[src/rtl/sws_pkg.sv]
// Shared constants and helpers for the strobe word serializer.
// Assumes a frame of start + 8 data + parity + stop.
package sws_pkg;
    localparam int FRAME_LEN = 11;
    localparam int BIT_IDX_W = $clog2(FRAME_LEN);

    typedef struct packed {
        logic [3:0] tag;
        logic [3:0] val;
    } sws_word_t;

    // Digit tag: bit-reversed position counted from the most significant digit.
    function automatic logic [3:0] tag_of(input logic [3:0] pos);
        return {pos[0], pos[1], pos[2], pos[3]};
    endfunction
endpackage

[src/rtl/sws_edge.sv]
// Edge detector for the strobe and busy inputs.
// Assumes both inputs are synchronous to clk. The strobe passes through two
// flops, so a fall is reported one clock after it is first sampled.
module sws_edge (
    input  logic clk,
    input  logic rst_n,
    input  logic strobe_n,
    input  logic busy_in,
    output logic strobe_fall,
    output logic busy_rise
);
    logic stb_q1, stb_q2, busy_q;

    // Purpose: delay line for the strobe and last value of busy.
    always_ff @(posedge clk) begin
        if (!rst_n) begin
            stb_q1 <= 1'b1;
            stb_q2 <= 1'b1;
            busy_q <= 1'b0;
        end else begin
            stb_q1 <= strobe_n;
            stb_q2 <= stb_q1;
            busy_q <= busy_in;
        end
    end

    // Purpose: single-cycle event flags.
    always_comb begin
        strobe_fall = stb_q2 & ~stb_q1;
        busy_rise   = busy_in & ~busy_q;
    end
endmodule

[src/rtl/sws_word_build.sv]
// Builds the tagged word and the full serial frame from the live digit inputs.
// Assumes digit_sel is one-hot. If several bits are set, the highest wins.
// The sign is taken live for the most significant digit and from held_pos otherwise.
module sws_word_build
    import sws_pkg::*;
#(
    parameter int NDIG     = 5,
    parameter bit FLAGS_EN = 1'b1
) (
    input  logic [NDIG-1:0]      digit_sel,
    input  logic [3:0]           bcd,
    input  logic                 flag_mode,
    input  logic                 sign_pos,
    input  logic                 over_rng,
    input  logic                 under_rng,
    input  logic                 held_pos,
    output logic                 word_valid,
    output logic                 word_msd,
    output logic                 word_lsd,
    output logic [FRAME_LEN-1:0] frame
);
    localparam int SEL_W = (NDIG > 1) ? $clog2(NDIG) : 1;

    logic [SEL_W-1:0] sel_idx;
    logic [3:0]       pos_from_msd;
    logic [3:0]       low_nib;
    logic             use_pos;
    logic             par_bit;
    sws_word_t        word;

    // Purpose: priority-encode the highest selected digit.
    always_comb begin
        sel_idx    = '0;
        word_valid = 1'b0;
        for (int i = 0; i < NDIG; i++) begin
            if (digit_sel[i]) begin
                sel_idx    = SEL_W'(i);
                word_valid = 1'b1;
            end
        end
    end

    // Purpose: classify the selected digit and form its tag.
    always_comb begin
        pos_from_msd = 4'(NDIG - 1) - 4'(sel_idx);
        word_msd     = word_valid && (pos_from_msd == 4'd0);
        word_lsd     = word_valid && (sel_idx == '0);
        word.tag     = tag_of(pos_from_msd);
    end

    // Purpose: choose the lower nibble (plain BCD or packed status flags).
    generate
        if (FLAGS_EN) begin : g_flags
            always_comb begin
                if (word_msd && flag_mode)
                    low_nib = {sign_pos, over_rng, under_rng, bcd[0]};
                else
                    low_nib = bcd;
            end
        end else begin : g_plain
            logic unused_flags;
            always_comb begin
                low_nib      = bcd;
                unused_flags = flag_mode ^ over_rng ^ under_rng;
            end
        end
    endgenerate

    // Purpose: parity in the sense given by the sign, then frame assembly.
    always_comb begin
        word.val = low_nib;
        use_pos  = word_msd ? sign_pos : held_pos;
        par_bit  = use_pos ? (^word) : ~(^word);
        frame    = {1'b1, par_bit, word, 1'b0};
    end
endmodule

[src/rtl/sws_tx_shift.sv]
// Shift engine: sends an 11-bit frame LSB first, each bit lasting div+1 clocks.
// Assumes load is only raised while the engine is idle.
module sws_tx_shift
    import sws_pkg::*;
#(
    parameter int DIV_W = 16
) (
    input  logic                 clk,
    input  logic                 rst_n,
    input  logic                 load,
    input  logic [FRAME_LEN-1:0] frame_in,
    input  logic [DIV_W-1:0]     div,
    output logic                 txd,
    output logic                 active,
    output logic                 last_done
);
    localparam logic [BIT_IDX_W-1:0] LAST_IDX = BIT_IDX_W'(FRAME_LEN - 1);

    logic [FRAME_LEN-1:0] shreg;
    logic [BIT_IDX_W-1:0] bit_idx;
    logic [DIV_W-1:0]     tick;
    logic                 bit_end;

    // Purpose: end-of-bit and end-of-frame detection.
    always_comb begin
        bit_end   = active && (tick == div);
        last_done = bit_end && (bit_idx == LAST_IDX);
    end

    // Purpose: frame load, bit timing and shifting.
    always_ff @(posedge clk) begin
        if (!rst_n) begin
            shreg   <= '1;
            bit_idx <= '0;
            tick    <= '0;
            active  <= 1'b0;
        end else if (load) begin
            shreg   <= frame_in;
            bit_idx <= '0;
            tick    <= '0;
            active  <= 1'b1;
        end else if (active) begin
            if (bit_end) begin
                tick <= '0;
                if (bit_idx == LAST_IDX) begin
                    active <= 1'b0;
                    shreg  <= '1;
                end else begin
                    bit_idx <= bit_idx + 1'b1;
                    shreg   <= {1'b1, shreg[FRAME_LEN-1:1]};
                end
            end else begin
                tick <= tick + 1'b1;
            end
        end
    end

    assign txd = shreg[0];
endmodule

[src/rtl/sws_runhold.sv]
// Turns a matching command byte into a fixed-width run/hold pulse.
// Assumes PULSE_CYC >= 1. The pulse cannot be retriggered while it is running.
module sws_runhold #(
    parameter int         PULSE_CYC  = 4,
    parameter logic [7:0] START_CODE = 8'h53
) (
    input  logic       clk,
    input  logic       rst_n,
    input  logic       cmd_valid,
    input  logic [7:0] cmd_byte,
    output logic       run_hold
);
    localparam int CW = (PULSE_CYC > 1) ? $clog2(PULSE_CYC) : 1;

    logic [CW-1:0] remain;

    // Purpose: start, count down and end the pulse.
    always_ff @(posedge clk) begin
        if (!rst_n) begin
            run_hold <= 1'b0;
            remain   <= '0;
        end else if (run_hold) begin
            if (remain == '0) run_hold <= 1'b0;
            else              remain   <= remain - 1'b1;
        end else if (cmd_valid && (cmd_byte == START_CODE)) begin
            run_hold <= 1'b1;
            remain   <= CW'(PULSE_CYC - 1);
        end
    end
endmodule

[src/rtl/strobe_word_serializer.sv]
// Top level: strobe capture, word build, serial shift, status flags and start pulse.
// Assumes strobes are spaced further apart than one frame time.
module strobe_word_serializer
    import sws_pkg::*;
#(
    parameter int         NDIG       = 5,
    parameter int         DIV_W      = 16,
    parameter bit         FLAGS_EN   = 1'b1,
    parameter int         PULSE_CYC  = 4,
    parameter logic [7:0] START_CODE = 8'h53
) (
    input  logic             clk,
    input  logic             rst_n,
    input  logic [DIV_W-1:0] baud_div,
    input  logic             flag_mode,
    input  logic             strobe_n,
    input  logic [NDIG-1:0]  digit_sel,
    input  logic [3:0]       bcd,
    input  logic             sign_pos,
    input  logic             over_rng,
    input  logic             under_rng,
    input  logic             busy_in,
    input  logic             cmd_valid,
    input  logic [7:0]       cmd_byte,
    output logic             txd,
    output logic             tx_active,
    output logic             overrun,
    output logic             data_ready,
    output logic             run_hold
);
    logic                 strobe_fall, busy_rise;
    logic                 word_valid, word_msd, word_lsd;
    logic [FRAME_LEN-1:0] frame;
    logic                 held_pos, cur_lsd;
    logic                 do_load, do_drop, last_done;

    sws_edge u_edge (
        .clk         (clk),
        .rst_n       (rst_n),
        .strobe_n    (strobe_n),
        .busy_in     (busy_in),
        .strobe_fall (strobe_fall),
        .busy_rise   (busy_rise)
    );

    sws_word_build #(.NDIG(NDIG), .FLAGS_EN(FLAGS_EN)) u_build (
        .digit_sel  (digit_sel),
        .bcd        (bcd),
        .flag_mode  (flag_mode),
        .sign_pos   (sign_pos),
        .over_rng   (over_rng),
        .under_rng  (under_rng),
        .held_pos   (held_pos),
        .word_valid (word_valid),
        .word_msd   (word_msd),
        .word_lsd   (word_lsd),
        .frame      (frame)
    );

    // Purpose: decide between loading and dropping a strobed word.
    always_comb begin
        do_load = strobe_fall && word_valid && !tx_active;
        do_drop = strobe_fall && word_valid &&  tx_active;
    end

    sws_tx_shift #(.DIV_W(DIV_W)) u_shift (
        .clk       (clk),
        .rst_n     (rst_n),
        .load      (do_load),
        .frame_in  (frame),
        .div       (baud_div),
        .txd       (txd),
        .active    (tx_active),
        .last_done (last_done)
    );

    // Purpose: hold the burst sign and remember whether the word in flight is the last digit.
    always_ff @(posedge clk) begin
        if (!rst_n) begin
            held_pos <= 1'b1;
            cur_lsd  <= 1'b0;
        end else if (do_load) begin
            cur_lsd <= word_lsd;
            if (word_msd) held_pos <= sign_pos;
        end
    end

    // Purpose: sticky overrun and data-ready flags; busy rise clears them first.
    always_ff @(posedge clk) begin
        if (!rst_n) begin
            overrun    <= 1'b0;
            data_ready <= 1'b0;
        end else if (busy_rise) begin
            overrun    <= 1'b0;
            data_ready <= 1'b0;
        end else begin
            if (do_drop)              overrun    <= 1'b1;
            if (last_done && cur_lsd) data_ready <= 1'b1;
        end
    end

    sws_runhold #(.PULSE_CYC(PULSE_CYC), .START_CODE(START_CODE)) u_rh (
        .clk       (clk),
        .rst_n     (rst_n),
        .cmd_valid (cmd_valid),
        .cmd_byte  (cmd_byte),
        .run_hold  (run_hold)
    );
endmodule

[config.mk]
export PLATFORM = sky130hd
export DESIGN_NAME = strobe_word_serializer
export DESIGN_NICKNAME = d
export VERILOG_FILES = /design/src/rtl/sws_pkg.sv /design/src/rtl/sws_edge.sv /design/src/rtl/sws_word_build.sv /design/src/rtl/sws_tx_shift.sv /design/src/rtl/sws_runhold.sv /design/src/rtl/strobe_word_serializer.sv
export SDC_FILE = /design/constraint.sdc
export NUM_CORES = 1
export LEC_CHECK = 0
export CORE_ASPECT_RATIO = 1.4
export CORE_UTILIZATION = 45
export DETAILED_ROUTE_END_ITERATION = 10
export PLACE_DENSITY_LB_ADDON = 0.08
export SLEW_MARGIN = 20
export SYNTH_ARGS = -nofsm -noshare
export SYNTH_HDL_FRONTEND = slang
export SYNTH_SLANG_ARGS = --single-unit
[constraint.sdc]
create_clock -name clk -period 2.35 [get_ports clk]
set_clock_uncertainty 0.2 [all_clocks]
set_input_delay 0.47 -clock clk [delete_from_list [all_inputs] [get_ports clk]]
set_output_delay 0.47 -clock clk [all_outputs]
set_load 0.05 [all_outputs]
==> summary.txt <==
Placement
  • Count of buffers from port buffering: 46
  • Area post-placement: 2838 µm²
  • RD Place Congestion: 0.8324
  • Final HPWL DP: 3788 µm

Synthesis
  • Synthesized instance count: 252
  • Synthesis Warnings: 0
  • Cell Area, Synth: 2153 µm²
  • FF+latch count, synth: 41
  • Seq/Total Area, Yosys: 38.12%
  • Synth Net Count: 300
  • Synth Area per Inst: 8.545 µm²
  • Synth unique cells: 43

Job
  • Max_cap viols: 0

Setup path
  • Critical Path Fanout Max: 7
  • Crit path arrival time: 2.32 ns
  • R2r worst-path depth: 6
  • Crit end category: flip-flop
  • Crit path largest cell delay: 0.53 ns
  • Stages on worst setup path: 7
  • Startpoint types: input port
  • Worst Path Buf+Inv: 1
  • Cell family with most CP delay: simple AND/OR/NAND/NOR gates
  • CP Class: input port to flip-flop
  • Cell Chain, Critical Path: clkdlybuf4s50_1, xor2_1, nor4_1, and3_2, nand3_4, or4_4, a21oi_2
  • Critical Path RT: 2.39 ns
  • Slowest stage cell on the critical path: or4_4

Routing
  • Vias: 1958
  • Vias per cell: 5.099
  • WL per Instance: 12.96 µm
  • Total wire length: 4975 µm
  • First drt pass iteration count: 4
  • Initial DRC Count: 63
  • Drt drc: 0
  • Post-DRT Antenna Nets: 0

Global route
  • Overflow after GRT: 0
  • Antenna violations before repair: 0
  • First-pass GRT wire length: 8362 µm
  • Largest net degree at the start of global routing: 18
  • Number of global-route vias before repair: 1988
  • Total track usage: 21.83%

CTS
  • CTS Buf Count: 5
  • Root Driver: clkbuf_8
  • CTS Sinks: 41
  • H-Tree Depth: 2
  • Clk_lat worst skew: 0.30 ns
  • Reg clk slew, reported paths: 0.08 ns
  • Clock buffer depth: 2
  • CTS tree: built

Cells and area
  • Area occupied by multi-input gates: 1304 µm²
  • Layout area overhead: 41.72%
  • Post-route cell area: 3052 µm²
  • Layout cells sized above 1: 15.53%
  • FILL cells: 409
  • Final nets: 369
  • Register Area: 820.8 µm²
  • Antenna diode count: 0

STA
  • Finish-stage setup viols: 0
  • Post-route minimum period: 2.281 ns
  • Fmax: 0.4384 GHz
  • Ratio of final minimum period to clock period: 97.07%
  • Fin. Hold Viols: 0
  • Least-Margin Pin Slew: 0.5042 ns
  • Final slew viol count: 0
  • RSZ-0062 raised after global routing: no
  • Slew margin rel.: 66.28%

Status
  • Status: finished, final reports clean

Die
  • Die H: 83.85 µm
  • Starting Density: 47.10%
  • Core area: 4572 µm²
  • Die X: 60.47 µm
  • FP Rows: 29
  • Io pins: 47
  • Die ar.: 5070 µm²

Power
  • Leak: 1.260 nW
  • Final Power: 1.595 mW
  • Cell Pwr Density: 522.8 nW/µm²
  • Peak supply drop: 0.3587 mV

Worst hold path
  • Hold Crit Class: flip-flop to flip-flop
  • Hold path depth: 1
==> worst paths after layout <==
path,endpoint,slack [ns],from
setup / recovery,u_shift.bit_idx[2],0.07,baud_div[0]
hold reg to reg,u_edge.stb_q2,0.24,u_edge.stb_q1
hold / removal,u_edge.stb_q2,0.24,u_edge.stb_q1
setup reg to reg,u_shift.bit_idx[2],0.15,u_shift.tick[2]
==> placed cells by master, fill, tap and decap left out, types with 4 or more instances in the layout <==
cell	count
dfxtp_1	41
clkdlybuf4s50_1	38
nor2_1	30
buf_4	25
xnor2_1	21
xor2_1	17
nand3_1	15
nand2_1	13
inv_1	10
nand4_1	8
a21oi_1	8
o21ai_0	6
clkbuf_8	6
dlymetal6s2s_1	6
o211ai_1	5
mux2i_1	5
nor3_1	4
nand2b_1	4
ha_1	4
==> stage by stage <==
step | util [%] | hold slack, ns | TNS (ns) | instances | setup WS, ns
floorplan | - | 0.2116 | 0 | 252 | 0.03146
global placement | 62.07 | 0.2198 | -5.462 | 373 | -0.3576
detailed placement | 62.07 | 0.2262 | -7.912 | 373 | -0.4136
CTS | 65.35 | 0.2479 | -0.02395 | 382 | -0.02325
global route | 66.75 | 0.2737 | 0 | 384 | 0.01281
finish | 66.75 | 0.2426 | 0 | 384 | 0.06885
==> worst register-to-register path, stage by stage (launching register included) <==
cell and delay, ns:
dfxtp_1 0.37, xor2_1 0.18, nor4_1 0.32, and3_2 0.30, nand3_4 0.12, or4_4 0.53, a21oi_2 0.12
==> routing by layer <==
metal  routed length [µm]  GRT usage [%]
met4                  100          9.298
met2                 2808          41.26
met3                  201          4.806
met1                 1865          21.28
met5                    0              0
==> what timing repair did <==
item                       CTS  global route
buffers inserted             1             2
hold buffers                 0             0
gates resized for setup      6            17
pin swaps                    8            13
setup endpoints to repair    3            28
==> logic make-up (layout without fill, tap and decap cells) <==
| group | after synthesis | count (layout) | share of synthesized area, % |
|---|---|---|---|
| compound gates | 39 | 39 | 12.14 |
| xor+xnor | 39 | 39 | 15.86 |
| fa+ha+maj | 6 | 6 | 3.486 |
| buf+inv | 21 | 91 | 4.183 |
| flops | 41 | 41 | 38.12 |
| mux | 5 | 5 | 2.324 |
| simple gates | 101 | 101 | 23.88 |
==> synthesized netlist by cell type, drive strengths merged <==
master	number	area, µm²
dfxtp	41	820.8
nor2	31	116.4
xnor2	21	183.9
xor2	18	157.7
nand3	17	90.09
nand2	13	48.80
inv	11	41.29
a21oi	9	45.04
o21ai	9	45.04
nand4	8	50.05
clkbuf	7	27.52
ha	6	75.07
mux2i	5	50.05
o211ai	5	37.54
and3	4	26.28
nand2b	4	25.02
nor3	4	20.02
and2	3	18.77
buf	3	21.27
nor2b	3	18.77
o2111ai	3	26.28
o21a	3	22.52
or3	3	18.77
a21boi	2	15.01
nand3b	2	15.01
nor4	2	12.51
o211a	2	20.02
or2	2	12.51
or4	2	15.01
a211oi	1	7.510
a32oi	1	8.760
a41o	1	10.01
a41oi	1	8.760
and3b	1	8.760
nor3b	1	7.510
nor4bb	1	10.01
o21bai	1	7.510
o31ai	1	7.510
==> state kept, by name (all words and copies together) (netlist names) <==
signal           flops
u_rh.remain          2
u_shift.tick        16
u_shift.active       1
held_pos             1
u_edge.busy_q        1
cur_lsd              1
overrun              1
u_shift.bit_idx      4
data_ready           1
u_rh.run_hold        1
u_edge.stb_q2        1
u_shift.shreg       10
u_edge.stb_q1        1
==> final cells by class <==
cell class / instances / area share, %
well taps: 62 / 2.542
multi-input cells: 190 / 42.72
inverters: 11 / 1.353
flip-flops and latches: 41 / 26.90
clock inverters: 1 / 0.9840
repair buffers: 72 / 22.67
clock buffers: 7 / 2.829
==> power breakdown <==
part           internal (mW)  switching, mW  total, mW
logic                  0.168          0.115      0.283
clock network          0.346          0.242      0.588
registers              0.714         0.0104      0.725
No activity file was read; power rests on OpenSTA's default activity.
